<file path="src/rtl/pmt_pkg.sv">
package pmt_pkg;

  localparam int ADR_CTRL = 0;
  localparam int ADR_CNT  = 1;
  localparam int ADR_MOD  = 2;
  localparam int ADR_INIT = 19;

  localparam int CTRL_W = 8;

  typedef enum logic [1:0] {
    SRC_OFF  = 2'd0,
    SRC_SYS  = 2'd1,
    SRC_RSV2 = 2'd2,
    SRC_RSV3 = 2'd3
  } src_e;

  typedef struct packed {
    logic       flag;
    logic       ie;
    logic       rsv;
    src_e       src;
    logic [2:0] ps;
  } ctrl_t;

endpackage

</file>
<file path="src/rtl/pmt_prescaler.sv">
module pmt_prescaler #(
  parameter int PS_W = 3
) (
  input  logic            clk,
  input  logic            rst_n,
  input  logic            run,
  input  logic            restart,
  input  logic [PS_W-1:0] ps,
  output logic            tick
);
  localparam int PC_W  = (1 << PS_W) - 1;
  localparam int PCX_W = PC_W + 1;

  logic [PC_W-1:0] pre_q;
  logic [PC_W-1:0] last;

  function automatic logic [PC_W-1:0] last_count(input logic [PS_W-1:0] sel);
    logic [PCX_W-1:0] span;
    span = PCX_W'(1) << sel;
    return PC_W'(span - PCX_W'(1));
  endfunction

  assign last = last_count(ps);
  assign tick = run && (pre_q == last);

  always_ff @(posedge clk or negedge rst_n) begin
    if (!rst_n)              pre_q <= '0;
    else if (!run || restart) pre_q <= '0;
    else if (tick)           pre_q <= '0;
    else                     pre_q <= pre_q + PC_W'(1);
  end
endmodule

</file>
<file path="src/rtl/pmt_counter.sv">
module pmt_counter #(
  parameter int CNT_W = 16
) (
  input  logic             clk,
  input  logic             rst_n,
  input  logic             tick,
  input  logic             load,
  input  logic [CNT_W-1:0] mod_lim,
  input  logic [CNT_W-1:0] init_val,
  output logic [CNT_W-1:0] cnt,
  output logic             wrap
);
  function automatic logic [CNT_W-1:0] step(input logic [CNT_W-1:0] cur,
                                            input logic [CNT_W-1:0] lim,
                                            input logic [CNT_W-1:0] start);
    return (cur == lim) ? start : cur + CNT_W'(1);
  endfunction

  assign wrap = tick && !load && (cnt == mod_lim);

  always_ff @(posedge clk or negedge rst_n) begin
    if (!rst_n)    cnt <= '0;
    else if (load) cnt <= init_val;
    else if (tick) cnt <= step(cnt, mod_lim, init_val);
  end
endmodule

</file>
<file path="src/rtl/pmt_regs.sv">
module pmt_regs #(
  parameter int CNT_W  = 16,
  parameter int ADDR_W = 5,
  parameter int DATA_W = 32,
  parameter int PS_W   = 3
) (
  input  logic              clk,
  input  logic              rst_n,
  input  logic              bus_en,
  input  logic              bus_we,
  input  logic [ADDR_W-1:0] bus_addr,
  input  logic [DATA_W-1:0] bus_wdata,
  output logic [DATA_W-1:0] bus_rdata,
  input  logic              wrap,
  input  logic [CNT_W-1:0]  cnt,
  output logic [PS_W-1:0]   ps,
  output logic              run,
  output logic              ie,
  output logic              flag,
  output logic [CNT_W-1:0]  mod_act,
  output logic [CNT_W-1:0]  init_act,
  output logic              cnt_load,
  output logic              ps_restart,
  output logic              flag_clr,
  output logic              ctrl_wr,
  output logic              buf_commit
);
  import pmt_pkg::*;

  logic [PS_W-1:0]  ps_q;
  src_e             src_q;
  logic             ie_q, flag_q, armed_q;
  logic [CNT_W-1:0] mod_buf, init_buf;
  logic             sel_ctrl, sel_cnt, sel_mod, sel_init;
  logic             wr, rd, ctrl_rd;
  ctrl_t            ctrl_view;
  logic             unused_wdata;

  assign unused_wdata = ^bus_wdata[DATA_W-1:CNT_W];

  assign sel_ctrl = (bus_addr == ADDR_W'(ADR_CTRL));
  assign sel_cnt  = (bus_addr == ADDR_W'(ADR_CNT));
  assign sel_mod  = (bus_addr == ADDR_W'(ADR_MOD));
  assign sel_init = (bus_addr == ADDR_W'(ADR_INIT));
  assign wr       = bus_en && bus_we;
  assign rd       = bus_en && !bus_we;

  assign ctrl_wr    = wr && sel_ctrl;
  assign ctrl_rd    = rd && sel_ctrl;
  assign cnt_load   = wr && sel_cnt;
  assign ps_restart = ctrl_wr && (bus_wdata[PS_W-1:0] != ps_q);
  assign flag_clr   = ctrl_wr && !bus_wdata[7] && armed_q;
  assign buf_commit = (src_q == SRC_OFF);

  assign ps   = ps_q;
  assign run  = (src_q == SRC_SYS);
  assign ie   = ie_q;
  assign flag = flag_q;

  always_ff @(posedge clk or negedge rst_n) begin
    if (!rst_n) begin
      ps_q  <= '0;
      src_q <= SRC_OFF;
      ie_q  <= 1'b0;
    end else if (ctrl_wr) begin
      ps_q  <= bus_wdata[PS_W-1:0];
      src_q <= src_e'(bus_wdata[4:3]);
      ie_q  <= bus_wdata[6];
    end
  end

  always_ff @(posedge clk or negedge rst_n) begin
    if (!rst_n)        flag_q <= 1'b0;
    else if (wrap)     flag_q <= 1'b1;
    else if (flag_clr) flag_q <= 1'b0;
  end

  always_ff @(posedge clk or negedge rst_n) begin
    if (!rst_n)                armed_q <= 1'b0;
    else if (ctrl_wr)          armed_q <= 1'b0;
    else if (ctrl_rd && flag_q) armed_q <= 1'b1;
  end

  always_ff @(posedge clk or negedge rst_n) begin
    if (!rst_n) begin
      mod_buf  <= '1;
      init_buf <= '0;
    end else begin
      if (wr && sel_mod)  mod_buf  <= bus_wdata[CNT_W-1:0];
      if (wr && sel_init) init_buf <= bus_wdata[CNT_W-1:0];
    end
  end

  always_ff @(posedge clk or negedge rst_n) begin
    if (!rst_n) begin
      mod_act  <= '1;
      init_act <= '0;
    end else if (buf_commit) begin
      mod_act  <= mod_buf;
      init_act <= init_buf;
    end
  end

  always_comb begin
    ctrl_view      = '0;
    ctrl_view.flag = flag_q;
    ctrl_view.ie   = ie_q;
    ctrl_view.src  = src_q;
    ctrl_view.ps   = 3'(ps_q);
    bus_rdata      = '0;
    if (sel_ctrl)      bus_rdata = DATA_W'(ctrl_view);
    else if (sel_cnt)  bus_rdata = DATA_W'(cnt);
    else if (sel_mod)  bus_rdata = DATA_W'(mod_act);
    else if (sel_init) bus_rdata = DATA_W'(init_act);
  end
endmodule

</file>
<file path="src/rtl/pmt_top.sv">
module pmt_top #(
  parameter int CNT_W  = 16,
  parameter int ADDR_W = 5,
  parameter int DATA_W = 32,
  parameter int PS_W   = 3
) (
  input  logic              clk,
  input  logic              rst_n,
  input  logic              bus_en,
  input  logic              bus_we,
  input  logic [ADDR_W-1:0] bus_addr,
  input  logic [DATA_W-1:0] bus_wdata,
  output logic [DATA_W-1:0] bus_rdata,
  output logic              irq
);
  logic [PS_W-1:0]  ps;
  logic             run, ie, flag, tick, wrap;
  logic             cnt_load, ps_restart, flag_clr, ctrl_wr, buf_commit;
  logic [CNT_W-1:0] cnt, mod_act, init_act;

  pmt_regs #(.CNT_W(CNT_W), .ADDR_W(ADDR_W), .DATA_W(DATA_W), .PS_W(PS_W)) u_regs (
    .clk(clk), .rst_n(rst_n), .bus_en(bus_en), .bus_we(bus_we),
    .bus_addr(bus_addr), .bus_wdata(bus_wdata), .bus_rdata(bus_rdata),
    .wrap(wrap), .cnt(cnt), .ps(ps), .run(run), .ie(ie), .flag(flag),
    .mod_act(mod_act), .init_act(init_act), .cnt_load(cnt_load),
    .ps_restart(ps_restart), .flag_clr(flag_clr), .ctrl_wr(ctrl_wr),
    .buf_commit(buf_commit)
  );

  pmt_prescaler #(.PS_W(PS_W)) u_pre (
    .clk(clk), .rst_n(rst_n), .run(run), .restart(ps_restart),
    .ps(ps), .tick(tick)
  );

  pmt_counter #(.CNT_W(CNT_W)) u_cnt (
    .clk(clk), .rst_n(rst_n), .tick(tick), .load(cnt_load),
    .mod_lim(mod_act), .init_val(init_act), .cnt(cnt), .wrap(wrap)
  );

  assign irq = flag && ie;
endmodule

</file>
<file path="config.mk">
export PLATFORM = sky130hd
export DESIGN_NAME = pmt_top
export DESIGN_NICKNAME = d
export VERILOG_FILES = /design/src/rtl/pmt_pkg.sv /design/src/rtl/pmt_prescaler.sv /design/src/rtl/pmt_counter.sv /design/src/rtl/pmt_regs.sv /design/src/rtl/pmt_top.sv
export SDC_FILE = /design/constraint.sdc
export NUM_CORES = 1
export LEC_CHECK = 0
export BUFFER_PORTS_ARGS = -buffer_cell sky130_fd_sc_hd__buf_2
export CAP_MARGIN = 0
export CORE_ASPECT_RATIO = 1.5
export CORE_MARGIN = 10
export CORE_UTILIZATION = 52
export DETAILED_ROUTE_END_ITERATION = 12
export GPL_TIMING_DRIVEN = 1
export PLACE_DENSITY_LB_ADDON = 0.3
export SYNTH_ARGS = -nofsm -noshare
export SYNTH_HDL_FRONTEND = slang
export SYNTH_SLANG_ARGS = --single-unit
</file>
<file path="constraint.sdc">
create_clock -name clk -period 2.95 [get_ports clk]
set_clock_uncertainty 0.2 [all_clocks]
set_input_delay 0.4425 -clock clk [delete_from_list [all_inputs] [get_ports clk]]
set_output_delay 0.4425 -clock clk [all_outputs]
set_load 0.05 [all_outputs]
</file>
=== Word-level counts from Yosys, hierarchy flattened ===
Index checks and enable logic that the tools add are counted.

* Bits in registers: 95
* Bits of input ports: 41
* Logic and storage cells: 60

* $add $sub $neg: 3
* Equal/unequal tests: 7
* Shifts and indexed selects: 1
* Muxes and demuxes: 13
* Reductions and logical operators: 25

{| class="wikitable"
|+ Operators with widths
! kind !! count
|-
| $mux W32 || 3
|-
| $mux W16 || 4
|-
| $add A16 B1 Y16 const B || 1
|-
| $eq A16 B16 Y1 || 1
|-
| $logic_and A1 B1 Y1 || 15
|-
| $mux W7 || 2
|-
| $add A7 B1 Y7 const B || 1
|-
| $eq A7 B7 Y1 || 1
|-
| $shl A1 B3 Y7 const A || 1
|-
| $sub A7 B1 Y7 const B || 1
|-
| $reduce_bool A2 Y1 || 3
|-
| $eq A5 B1 Y1 const B || 1
|-
| $eq A5 B2 Y1 const B || 1
|-
| $eq A5 B5 Y1 const B || 1
|-
| $logic_not A5 Y1 || 1
|-
| $logic_not A1 Y1 || 4
|-
| $mux W1 || 4
|-
| $ne A3 B3 Y1 || 1
|-
| $eq A2 B1 Y1 const B || 1
|-
| $logic_not A2 Y1 || 1
|-
| $logic_or A1 B1 Y1 || 1
|}

=== Depth between registers and ports, before layout ===
* Word-level depth: 7
* Gate-level depth with buffers: 11

=== Cells and area by module ===
Synthesis repeated with hierarchy kept, for this count alone.

* Cells, all modules: 442
* Area, all modules: 5,073.6 um^2

{| class="wikitable"
|+ Modules (own cells, without submodules)
! module !! instances !! cells an instance !! area each (um^2)
|-
| pmt_regs || 1 || 247 || 3,372.0
|-
| pmt_counter || 1 || 143 || 1,221.2
|-
| pmt_prescaler || 1 || 51 || 474.2
|-
| pmt_top || 1 || 1 || 6.3
|}

=== Worst setup path after synthesis ===
No wires, ideal clock.

* Path type: register to register
* Start: register u_regs.ps_q[0] (netlist: u_regs.ps[0])
* End: register u_cnt.cnt[1]
* Arrival time: 2,849 ps
* Slack: -223 ps
* Cell stages (with the launch flop): 12
* Path buffers: 3
* Path through: dfrtp_1 > clkbuf_1 > or3b_2 > ha_1 > buf_2 > nor2b_1 > nor4_1 > nor4_2 > or3_1 > buf_6 > nand2_2 > mux2_2

* Word-level cells in the longest chain between the ends: 5

{| class="wikitable"
|+ RTL lines
! what !! RTL line !! source
|-
| start: declaration || pmt_regs.sv:30 || <nowiki>logic [PS_W-1:0] ps_q;</nowiki>
|-
| start signal: assignment || pmt_regs.sv:66 || <nowiki>ps_q <= bus_wdata[PS_W-1:0];</nowiki>
|-
| $shl A1 B3 Y7 || pmt_prescaler.sv:19 || <nowiki>span = PCX_W'(1) << sel;</nowiki>
|-
| $sub A7 B1 Y7 || pmt_prescaler.sv:20 || <nowiki>return PC_W'(span - PCX_W'(1));</nowiki>
|-
| $eq A7 B7 Y1 || pmt_prescaler.sv:24 || <nowiki>assign tick = run && (pre_q == last);</nowiki>
|-
| $logic_and A1 B1 Y1 || pmt_prescaler.sv:24 ||
|-
| $reduce_bool A2 Y1 (no line) || n/a ||
|-
| end signal: assignment || pmt_counter.sv:23 || <nowiki>else if (load) cnt <= init_val;</nowiki>
|-
| end signal: assignment || pmt_counter.sv:24 || <nowiki>else if (tick) cnt <= step(cnt, mod_lim, init_val);</nowiki>
|-
| end: declaration || pmt_counter.sv:10 || <nowiki>output logic [CNT_W-1:0] cnt,</nowiki>
|}

Every way passes these cells.
A chain may end at the register's enable or synchronous reset.

=== Worst setup path in the final report ===
* Start: register u_regs.ps_q[1] (netlist: u_regs.ps[1])
* End: register u_cnt.cnt[10]

The elaborated chain is that of the path after synthesis.

==> flow_summary.json <==
{
  "main_combinational_cell_family_by_area_after_synthesis": "multiplexers",
  "fmaxAchievable_mhz": 355,
  "netlist_cell_types": 59,
  "postLayoutCoreUtil_pct": 62.0,
  "clockBufferDepth": 2,
  "relSlewSlack_pct": 61.2,
  "root_buffer": "clkbuf_16",
  "cts.sink_count": 95,
  "grt_usage_pct": 18.0,
  "grt_antenna_before_repair": 0,
  "timing.critical_path.required_ns": 2.98,
  "tritoncts": "built",
  "syn_to_final_growth_pct": 16.9,
  "timing.final.crit_share_pct": 95.6,
  "die_w_um": 101,
  "yosys.area_share.xor_xnor_pct": 4.80,
  "layout-drive-gt1-share_pct": 40.4,
  "avgRoutedWirePerCell_um": 19.6,
  "clk_latency_ns": 0.35,
  "ctsHtreeMaxLevel": 3,
  "number_of_flops_mapped_to_enable_cells_by_yosys": 0,
  "synth-simple-area-share_pct": 13.3,
  "slew_viol_final": 0,
  "synth_ff_type": "dfrtp_1",
  "final_period_minus_worst_setup_slack_ns": 2.82,
  "vdd_drop_max_mv": 0.431,
  "global_route.overflow_total": 0,
  "timing_worst_slew_pin_value_ns": 0.577,
  "grt_max_degree": 40,
  "netlist_instances": 461,
  "met3_usage_pct": 3.69,
  "globalRouteMet2Util_pct": 32.2,
  "synth_area_per_cell_sq_um": 11.1,
  "criticalPathCategory": "flop to flop",
  "synth_fa_ha_area_share_pct": 0.735,
  "timing.max_cap.violations": 0,
  "die_area_sq_um": 14300,
  "first_global_vias": 4064,
  "drt-initial-drc-count": 246,
  "power.net_switching_mw": 1.21,
  "place.port_buffers": 41,
  "global_route_wire_length_before_repair_um": 20600,
  "grt.busiest_layer": "met2",
  "setup.worst_path.end_class": "flop",
  "synthesis.yosys.warnings": 0,
  "post_synth_mux_area_share_pct": 17.0,
  "intPower_mw": 2.78,
  "sw_frac_of_total_pct": 30.3,
  "initial_utilization_pct": 53.0,
  "most-common-layout-cells": "mux2_2 (69), dfrtp_1 (63), buf_2 (40)",
  "hold_viol": 0,
  "insertedDiodeCount": 0,
  "critPathLaunchType": "flop",
  "synth_compound_gate_area_share_pct": 11.6,
  "power_frac_clock_pct": 31.2,
  "fraction_of_power_consumed_by_combinational_cells_pct": 23.0,
  "drt.antenna.violating_nets": 0,
  "placeableCoreArea_sq_um": 9630,
  "drt-total-wl_um": 12600,
  "detailed_place_hpwl_um": 9150,
  "setup_violations": 0,
  "crit_family": "simple AND/OR/NAND/NOR gates",
  "most_common_cell_after_layout_fill_and_taps_aside": "mux2_2",
  "cts_inserted_buffers": 9,
  "boundary_pin_count": 74,
  "die_height_um": 141,
  "synth_async_sr_flop_share_pct": 100,
  "crit_path_cell_trace": "or3b_4 > ha_4 > buf_4 > xnor2_2 > a31o_2 > nand4_2 > or3_4 > o21a_4 > o221a_1",
  "unrepaired_setup_endpoints_after_global_routing": "no",
  "drt-pass1-iter-count": 4,
  "run_status": "completed",
  "ys_ff_latch": 95,
  "powerDensity_nw_per_um2": 669,
  "cts.clk_slew.worst_paths_ns": 0.07,
  "post_drt_via_cell_ratio": 5.89,
  "seq_area_frac_synth_pct": 47.3,
  "critPathBufInv": 1,
  "hold_path_class": "input port to flop",
  "netlist_area_sq_um": 5110,
  "sequential_share_of_power_pct": 45.7,
  "finalNetCount": 566,
  "gpl.final_weighted_congestion": 0.965,
  "grt_use_met1_pct": 19.6,
  "worstPathArrival_ns": 2.85,
  "drt_drc_violations_left": 0,
  "floorplan.rows": 44,
  "timing.critical_path.slowest_cell_delay_ns": 0.42,
  "worst_path_max_delay_cell": "or3_4",
  "dp_worst_setup_slack_ns": -0.0860,
  "crit_fanout": 8,
  "fin_ws_ns": 0.130,
  "total_leakage_power_nw": 2.75,
  "num-fill-cells": 784,
  "num_vias": 3782
}
-- repair_timing --
item	4_1_cts	5_1_grt
gates resized for setup	1	7
pin swaps	0	3
buffers inserted	0	1
endpoints found under the hold margin	23	0
hold buffers	1	0
endpoints found under the setup margin	13	16
-- layer usage --
layer  part of all wire, %  wire (um)
met4                   3.6        458
met2                    53       6670
met5                     0          0
met1                    39       4870
met3                   4.6        578
-- worst reg2reg max path, cell delays in order, from the launching register on --
cell	delay, ns
dfrtp_1	0.41
or3b_4	0.42
ha_4	0.19
buf_4	0.14
xnor2_2	0.16
a31o_2	0.14
nand4_2	0.12
or3_4	0.42
o21a_4	0.25
o221a_1	0.24
-- synth_stat cells (all sizes together) (9+ instances only) --
cell type  count  share of area (%)
a211oi         9                1.3
nand2         28                2.1
clkbuf        17                1.2
nand4         10                1.3
o21ai         17                1.7
a21oi         15                1.5
mux2          70                 15
buf           25                3.4
a22oi         10                1.5
dfstp         32                 16
nand3         22                2.2
nor2          26                1.9
dfrtp         63                 31
xor2          23                3.9
-- through the flow --
stage | std cells | instance area [sq um] | total power [mW] | setup TNS (ns) | hold slack [ns]
2_1_floorplan | 476 | 5200 | 2.44 | -0.174 | -0.0531
3_3_place_gp | 624 | 5590 | 2.70 | -0.0344 | 0.243
3_5_place_dp | 624 | 5590 | 2.74 | -0.380 | 0.247
4_1_cts | 641 | 5930 | 4.00 | 0 | 0.128
5_1_grt | 642 | 5970 | 4.19 | 0 | 0.146
6_report | 642 | 5970 | 3.99 | 0 | 0.138
-- path summary, 6_finish.rpt --
path                       slack, ns  depth (start not counted)                from                 end
min in group asynchronous       0.41                          2               rst_n  u_regs.init_act[4]
min                             0.14                          2       bus_wdata[11]  u_regs.mod_buf[11]
max in group asynchronous       1.41                          3               rst_n  u_regs.mod_buf[12]
min reg2reg                     0.30                          2  u_regs.init_buf[0]  u_regs.init_act[0]
max                             0.13                          9        u_regs.ps[1]       u_cnt.cnt[10]
max reg2reg                     0.13                          9        u_regs.ps[1]       u_cnt.cnt[10]
-- final cells by class --
cell class                      instances  area (sq um)  share of cell area, %
Tap cell                              115           144                   2.41
Sequential cell                        95          2420                   40.5
Multi-Input combinational cell        332          2560                   42.9
Clock buffer                           12           246                   4.13
Timing Repair Buffer                   77           505                   8.47
Inverter                                7          26.3                  0.440
Clock inverter                          4          70.1                   1.17
-- power by group through the flow --
stage          combinational, mW  sequential, mW  clock (mW)
2_1_floorplan              0.686            1.75           0
3_5_place_dp               0.894            1.85           0
4_1_cts                    0.901            1.83        1.27
6_report                   0.919            1.83        1.25
5_1_grt                     1.01            1.86        1.32
3_3_place_gp               0.865            1.84           0
-- state kept, by name, indices dropped and copies added (netlist names) --
signal and flops:
u_regs.ps 3, u_regs.mod_act 16, u_pre.pre_q 7, u_regs.armed_q 1, u_regs.init_act 16, u_regs.src_q 2
u_regs.ie 1, u_cnt.cnt 16, u_regs.flag 1, u_regs.mod_buf 16, u_regs.init_buf 16
-- cells by family (layout without fill, tap and decap cells) --
group,count (synthesis),count (layout)
simple gates,124,124
flops,95,95
compound gates,83,83
mux,78,78
buf+inv,49,100
xor+xnor,28,28
fa+ha+maj,3,3
other cells,1,16
Power figures use the tool's default switching activity.
